**src/rtl/fm_pkg.sv**
```systemverilog
package fm_pkg;
  localparam int FRAME_LEN = 12;
  localparam int CYC_W     = $clog2(FRAME_LEN);

  typedef logic [CYC_W-1:0] cyc_t;

  typedef enum logic [1:0] {
    LVL_DARK = 2'b00,
    LVL_LOW  = 2'b01,
    LVL_HIGH = 2'b10,
    LVL_FULL = 2'b11
  } level_e;

  // Next multiplex cycle, wrapping at the end of the frame.
  function automatic cyc_t cyc_next(input cyc_t idx);
    return (idx == cyc_t'(FRAME_LEN - 1)) ? '0 : cyc_t'(idx + 1'b1);
  endfunction

  // Cycle index modulo three.
  function automatic logic [1:0] mod3(input cyc_t idx);
    return 2'(idx % 3);
  endfunction

  // Lit/dark decision for one code at one cycle.
  function automatic logic lvl_enable(input level_e lvl, input logic geo, input cyc_t idx);
    logic en;
    unique case (lvl)
      LVL_DARK: en = 1'b0;
      LVL_FULL: en = 1'b1;
      LVL_HIGH: en = geo ? ~idx[0] : (mod3(idx) != 2'd1);
      LVL_LOW:  en = geo ? (idx[1:0] == 2'b01) : (mod3(idx) == 2'd1);
      default:  en = 1'b0;
    endcase
    return en;
  endfunction
endpackage

```
**src/rtl/fm_cycle_ctr.sv**
```systemverilog
module fm_cycle_ctr
  import fm_pkg::*;
(
  input  logic clk,
  input  logic rst,
  input  logic adv,
  output cyc_t idx
);
  logic at_last;
  logic wrap_evt;
  logic step_evt;

  assign at_last  = (idx == cyc_t'(FRAME_LEN - 1));
  assign wrap_evt = adv & at_last;
  assign step_evt = adv & ~at_last;

  always_ff @(posedge clk) begin
    if (rst)      idx <= '0;
    else if (adv) idx <= cyc_next(idx);
  end

  AST_RESET_ZERO: assert property (@(posedge clk) rst |=> idx == '0);
  AST_WRAP_ZERO:  assert property (@(posedge clk) disable iff (rst) wrap_evt |=> idx == '0);
  AST_STEP_UP:    assert property (@(posedge clk) disable iff (rst) step_evt |=> idx == cyc_t'($past(idx) + 1'b1));
  AST_IN_RANGE:   assert property (@(posedge clk) disable iff (rst) idx < cyc_t'(FRAME_LEN));
  AST_HOLD_IDLE:  assert property (@(posedge clk) disable iff (rst) !adv |=> $stable(idx));
endmodule

```
**src/rtl/fm_pixel_gate.sv**
```systemverilog
module fm_pixel_gate
  import fm_pkg::*;
(
  input  logic [1:0] code,
  input  logic       geo,
  input  logic       two_bit,
  input  cyc_t       idx,
  output logic       on
);
  level_e lvl;

  always_comb begin
    if (two_bit) lvl = level_e'(code);
    else         lvl = code[0] ? LVL_FULL : LVL_DARK;
  end

  assign on = lvl_enable(lvl, geo, idx);
endmodule

```
**src/rtl/fm_intensity_gen.sv**
```systemverilog
module fm_intensity_gen
  import fm_pkg::*;
#(
  parameter int NPIX = 8
) (
  input  logic              clk,
  input  logic              rst,
  input  logic              adv,
  input  logic              geo_mode,
  input  logic              two_bit,
  input  logic [2*NPIX-1:0] pix_code,
  output logic [NPIX-1:0]   pix_on,
  output logic [CYC_W-1:0]  cycle_idx
);
  cyc_t idx;

  fm_cycle_ctr u_ctr (
    .clk (clk),
    .rst (rst),
    .adv (adv),
    .idx (idx)
  );

  assign cycle_idx = idx;

  for (genvar p = 0; p < NPIX; p++) begin : g_pix
    logic [1:0] fld;
    logic       full_code;
    logic       dark_code;
    assign fld       = pix_code[2*p +: 2];
    assign full_code = two_bit ? (fld == 2'b11) : fld[0];
    assign dark_code = two_bit ? (fld == 2'b00) : ~fld[0];

    fm_pixel_gate u_gate (
      .code    (fld),
      .geo     (geo_mode),
      .two_bit (two_bit),
      .idx     (idx),
      .on      (pix_on[p])
    );

    AST_FULL_LIT:  assert property (@(posedge clk) disable iff (rst) full_code |-> pix_on[p]);
    AST_DARK_OFF:  assert property (@(posedge clk) disable iff (rst) dark_code |-> !pix_on[p]);
    AST_GEO_QUART: assert property (@(posedge clk) disable iff (rst)
                     (two_bit && geo_mode && fld == 2'b01 && pix_on[p]) |-> (idx % 4 == 1));
    AST_ARI_THIRD: assert property (@(posedge clk) disable iff (rst)
                     (two_bit && !geo_mode && fld == 2'b01 && pix_on[p]) |-> (idx % 3 == 1));
  end
endmodule

```
**config.mk**
```make
export PLATFORM = sky130hd
export DESIGN_NAME = fm_intensity_gen
export DESIGN_NICKNAME = d
export VERILOG_FILES = /design/src/rtl/fm_pkg.sv /design/src/rtl/fm_cycle_ctr.sv /design/src/rtl/fm_pixel_gate.sv /design/src/rtl/fm_intensity_gen.sv
export SDC_FILE = /design/constraint.sdc
export NUM_CORES = 1
export LEC_CHECK = 0
export ABC_AREA = 1
export BUFFER_PORTS_ARGS = -buffer_cell sky130_fd_sc_hd__buf_4
export CAP_MARGIN = 20
export CORE_ASPECT_RATIO = 1.25
export CORE_MARGIN = 8
export CORE_UTILIZATION = 30
export CTS_BUF_LIST = sky130_fd_sc_hd__clkbuf_8
export CTS_CLUSTER_DIAMETER = 120
export DETAILED_ROUTE_END_ITERATION = 7
export HOLD_SLACK_MARGIN = 0.12
export MAX_ROUTING_LAYER = met4
export PLACE_DENSITY_LB_ADDON = 0.15
export SYNTH_ARGS = -nofsm -noshare
export SYNTH_HDL_FRONTEND = slang
export SYNTH_SLANG_ARGS = --single-unit
```
**constraint.sdc**
```tcl
create_clock -name clk -period 2.2 [get_ports clk]
set_input_delay 0.11 -clock clk [delete_from_list [all_inputs] [get_ports clk]]
set_output_delay 0.11 -clock clk [all_outputs]
set_load 0.05 [all_outputs]
```
==> impl_metrics.sql <==
INSERT INTO impl_metrics (metric_group, metric, value, unit) VALUES
('status', 'run_status', 'finished with violations', ''),
('status', 'violations', 'setup timing', ''),
('placement', 'place_congestion', '0.731', ''),
('yosys', 'post_syn_instances', '128', ''),
('placement', 'numPortBuffers', '32', ''),
('sta', 'clock.fmax', '404', 'MHz'),
('clock_network', 'clock_tree_from_tritoncts', 'yes', ''),
('clock_network', 'clk_latency', '0.22', 'ns'),
('layout', 'drive_gt1_share', '49.1', '%'),
('die', 'initial_core_util', '30.7', '%'),
('yosys', 'top_cells_by_instance_count_after_synthesis', 'sky130_fd_sc_hd__inv_1 (26), sky130_fd_sc_hd__nand2_1 (17), sky130_fd_sc_hd__nand3b_1 (12)', ''),
('routing', 'total_iterations_of_the_first_detailed_routing_run', '4', ''),
('grt', 'first_global_vias', '923', ''),
('sta', 'rsz0062_at_grt', 'true', ''),
('die', 'fp.coreArea', '2600', 'um2'),
('clock_network', 'cts_sinks', '4', ''),
('die', 'fp.dieArea', '4580', 'um2'),
('grt', 'largest_net_degree_at_the_start_of_global_routing', '16', ''),
('sta', 'number_of_hold_violations_in_the_final_report', '0', ''),
('grt', 'antenna_found_initial', '0', ''),
('sta', 'timing.hold.ws', '0.606', 'ns'),
('sta', 'post-route-min-period', '2.47', 'ns'),
('placement', 'dp_hpwl', '1.78', 'mm'),
('critical_path', 'critical_path_required', '2.09', 'ns'),
('layout', 'largest_reg_flops', '4', ''),
('worst_hold_path', 'class_of_the_most_critical_hold_timing_path', 'in -> out', ''),
('layout', 'fin_nets', '203', ''),
('yosys', 'synthDominantCellAreaShare', '12.2', '%'),
('yosys', 'ranking_of_synthesized_cells_by_area', 'sky130_fd_sc_hd__inv_1 (12%), sky130_fd_sc_hd__nand3b_1 (11%), sky130_fd_sc_hd__dfxtp_1 (10%)', ''),
('layout', 'area_added_between_synthesis_and_finish', '73.9', '%'),
('power_and_ir_drop', 'power_density', '399', 'nW/um2'),
('yosys', 'avgSynthCellArea', '6.25', 'um2'),
('sta', 'worst-slew-pin-transition', '0.260', 'ns'),
('routing', 'via_per_inst', '4.67', ''),
('sta', 'relSlewSlack', '82.5', '%'),
('yosys', 'netlist_area', '800', 'um2'),
('die', 'placement_rows', '21', ''),
('power_and_ir_drop', 'finalPower', '554', 'uW'),
('routing', 'detail_route.drc_violations', '0', ''),
('sta', 'clock-skew-final', '0.00296', 'ns'),
('routing', 'via_total_after_detailed_routing', '975', ''),
('routing', 'routed_wire_length_per_instance', '11.1', 'um'),
('die', 'floorplan.die.height', '73.7', 'um'),
('critical_path', 'worstSetupEndpointType', 'primary output', ''),
('yosys', 'syn_nets', '155', ''),
('layout', 'layout_top_registers', 'u_ctr.idx: 4 flops', ''),
('clock_network', 'tritoncts.num_buffers', '3', ''),
('layout', 'antennaDiodeCount', '0', ''),
('job', 'timing.max_cap.violations', '0', ''),
('sta', 'report.final.slew_viol_count', '0', ''),
('sta', 'setup_violations', '8', ''),
('yosys', 'asyncSetResetFlopFracSynth', '0', '%'),
('layout', 'fillerInstances', '251', ''),
('yosys', 'count_of_warnings_emitted_by_yosys', '0', ''),
('die', 'top_level_ports', '33', ''),
('yosys', 'ys_dominant_reg_cell', 'sky130_fd_sc_hd__dfxtp_1', ''),
('critical_path', 'cp_data_arrival_time', '2.36', 'ns'),
('grt', 'grt_remaining_overflow', '0', ''),
('yosys', 'yosysTopAreaCell', 'sky130_fd_sc_hd__inv_1', ''),
('routing', 'route.antenna.remaining_nets', '0', ''),
('layout', 'sequential_cell_area', '90.1', 'um2'),
('clock_network', 'clkSlewWorstSetupHoldPaths', '0.03', 'ns'),
('sta', 'layout_setup_ws', '-0.273', 'ns'),
('die', 'die_w', '62.2', 'um'),
('placement', 'place_inst', '195', ''),
('grt', 'grt_pass1_wl', '3.72', 'mm'),
('layout', 'finalNonFillerCells', '209', ''),
('clock_network', 'cts_root_buf', 'sky130_fd_sc_hd__clkbuf_8', ''),
('critical_path', 'crit_fanout', '5', ''),
('placement', 'pre_cts_slack', '-0.160', 'ns'),
('layout', 'multi_input_combinational_cell_area', '649', 'um2');
==> through the flow <==
stage	util, %	setup TNS, ns	cell area, um2
2_1_floorplan	-	-1.05	857
3_3_place_gp	43.4	-0.485	1130
3_5_place_dp	43.4	-0.863	1130
4_1_cts	49.8	-2.17	1300
5_1_grt	53.4	-3.18	1390
6_report	53.4	-1.94	1390
==> layout by cell type (no fill, tap or decap), types with 3 or more instances in the layout <==
cell                       instances
sky130_fd_sc_hd__buf_4            38
sky130_fd_sc_hd__inv_1            23
sky130_fd_sc_hd__nand2_1          13
sky130_fd_sc_hd__nand3b_1         12
sky130_fd_sc_hd__buf_6            10
sky130_fd_sc_hd__nand3_1           8
sky130_fd_sc_hd__nand4_1           8
sky130_fd_sc_hd__o21ai_0           8
sky130_fd_sc_hd__nand2_2           6
sky130_fd_sc_hd__nand2_4           4
sky130_fd_sc_hd__inv_2             4
sky130_fd_sc_hd__nand3_2           4
sky130_fd_sc_hd__nor2_1            3
sky130_fd_sc_hd__ha_1              3
sky130_fd_sc_hd__ha_4              3
sky130_fd_sc_hd__clkbuf_8          3
==> final cells by class <==
cell class | instances | share of cell area [%]
Clock buffer | 3 | 2.97
Clock inverter | 1 | 0.270
Inverter | 28 | 7.92
Multi-Input combinational cell | 87 | 46.7
Sequential cell | 4 | 6.48
Tap cell | 34 | 3.06
Timing Repair Buffer | 52 | 32.6
==> critical path, stage by stage (launching register included) <==
cell	delay (ns)
sky130_fd_sc_hd__dfxtp_4	0.34
sky130_fd_sc_hd__inv_4	0.06
sky130_fd_sc_hd__nor2_4	0.03
sky130_fd_sc_hd__ha_4	0.16
sky130_fd_sc_hd__ha_4	0.16
sky130_fd_sc_hd__inv_4	0.05
sky130_fd_sc_hd__nand4_1	0.10
sky130_fd_sc_hd__nand2_2	0.09
sky130_fd_sc_hd__inv_2	0.04
sky130_fd_sc_hd__ha_4	0.15
sky130_fd_sc_hd__inv_2	0.04
sky130_fd_sc_hd__nand2_2	0.04
sky130_fd_sc_hd__inv_2	0.07
sky130_fd_sc_hd__nand2_4	0.07
sky130_fd_sc_hd__nand2_2	0.06
sky130_fd_sc_hd__nand2_2	0.06
sky130_fd_sc_hd__nand2_4	0.14
sky130_fd_sc_hd__buf_12	0.12
sky130_fd_sc_hd__nand4_1	0.09
sky130_fd_sc_hd__nand3_2	0.12
sky130_fd_sc_hd__buf_8	0.15
==> worst paths after layout <==
kind / cells after the start / from / end / slack (ns)
worst max-delay path: 20 / u_ctr.idx[2]$_SDFFE_PP0P_ / pix_on[7] / -0.27
worst min-delay path: 4 / pix_code[2] / pix_on[1] / 0.61
worst max register to register: 5 / u_ctr.idx[1]$_SDFFE_PP0P_ / u_ctr.idx[3]$_SDFFE_PP0P_ / 0.97
worst min register to register: 2 / u_ctr.idx[1]$_SDFFE_PP0P_ / u_ctr.idx[1]$_SDFFE_PP0P_ / 0.62
==> what timing repair did <==
item	CTS	global route
buffers inserted	7	1
gates cloned	0	0
pin swaps	18	10
gates resized for setup	11	21
setup endpoints to repair	8	8
hold buffers	2	0
hold endpoints to repair	2	0
==> layer usage <==
layer	track usage [%]	share of wire [%]	up-vias
met5	-	0	-
met4	3.64	1.1	0
met3	2.90	5.2	4
met2	18.2	55	20
met1	9.54	39	440
li1	-	-	511
==> kinds of logic (layout without fill, tap and decap cells) <==
kind of cell	count (synthesis)	count (layout)	synth area share, %
compound gates	13	13	8.30
xor+xnor	1	1	1.10
fa+ha+maj	6	6	9.39
buf+inv	37	84	21.1
flops	4	4	10.0
mux	2	2	2.50
simple gates	65	65	47.6
==> where the power goes <==
group	switching [mW]	internal, mW	leakage (nW)
Combinational	0.179	0.137	0.673
Sequential	0.00424	0.0753	0.0349
Clock	0.0397	0.119	0.0269
Total	0.223	0.332	0.734
No activity file was read; power rests on OpenSTA's default activity.
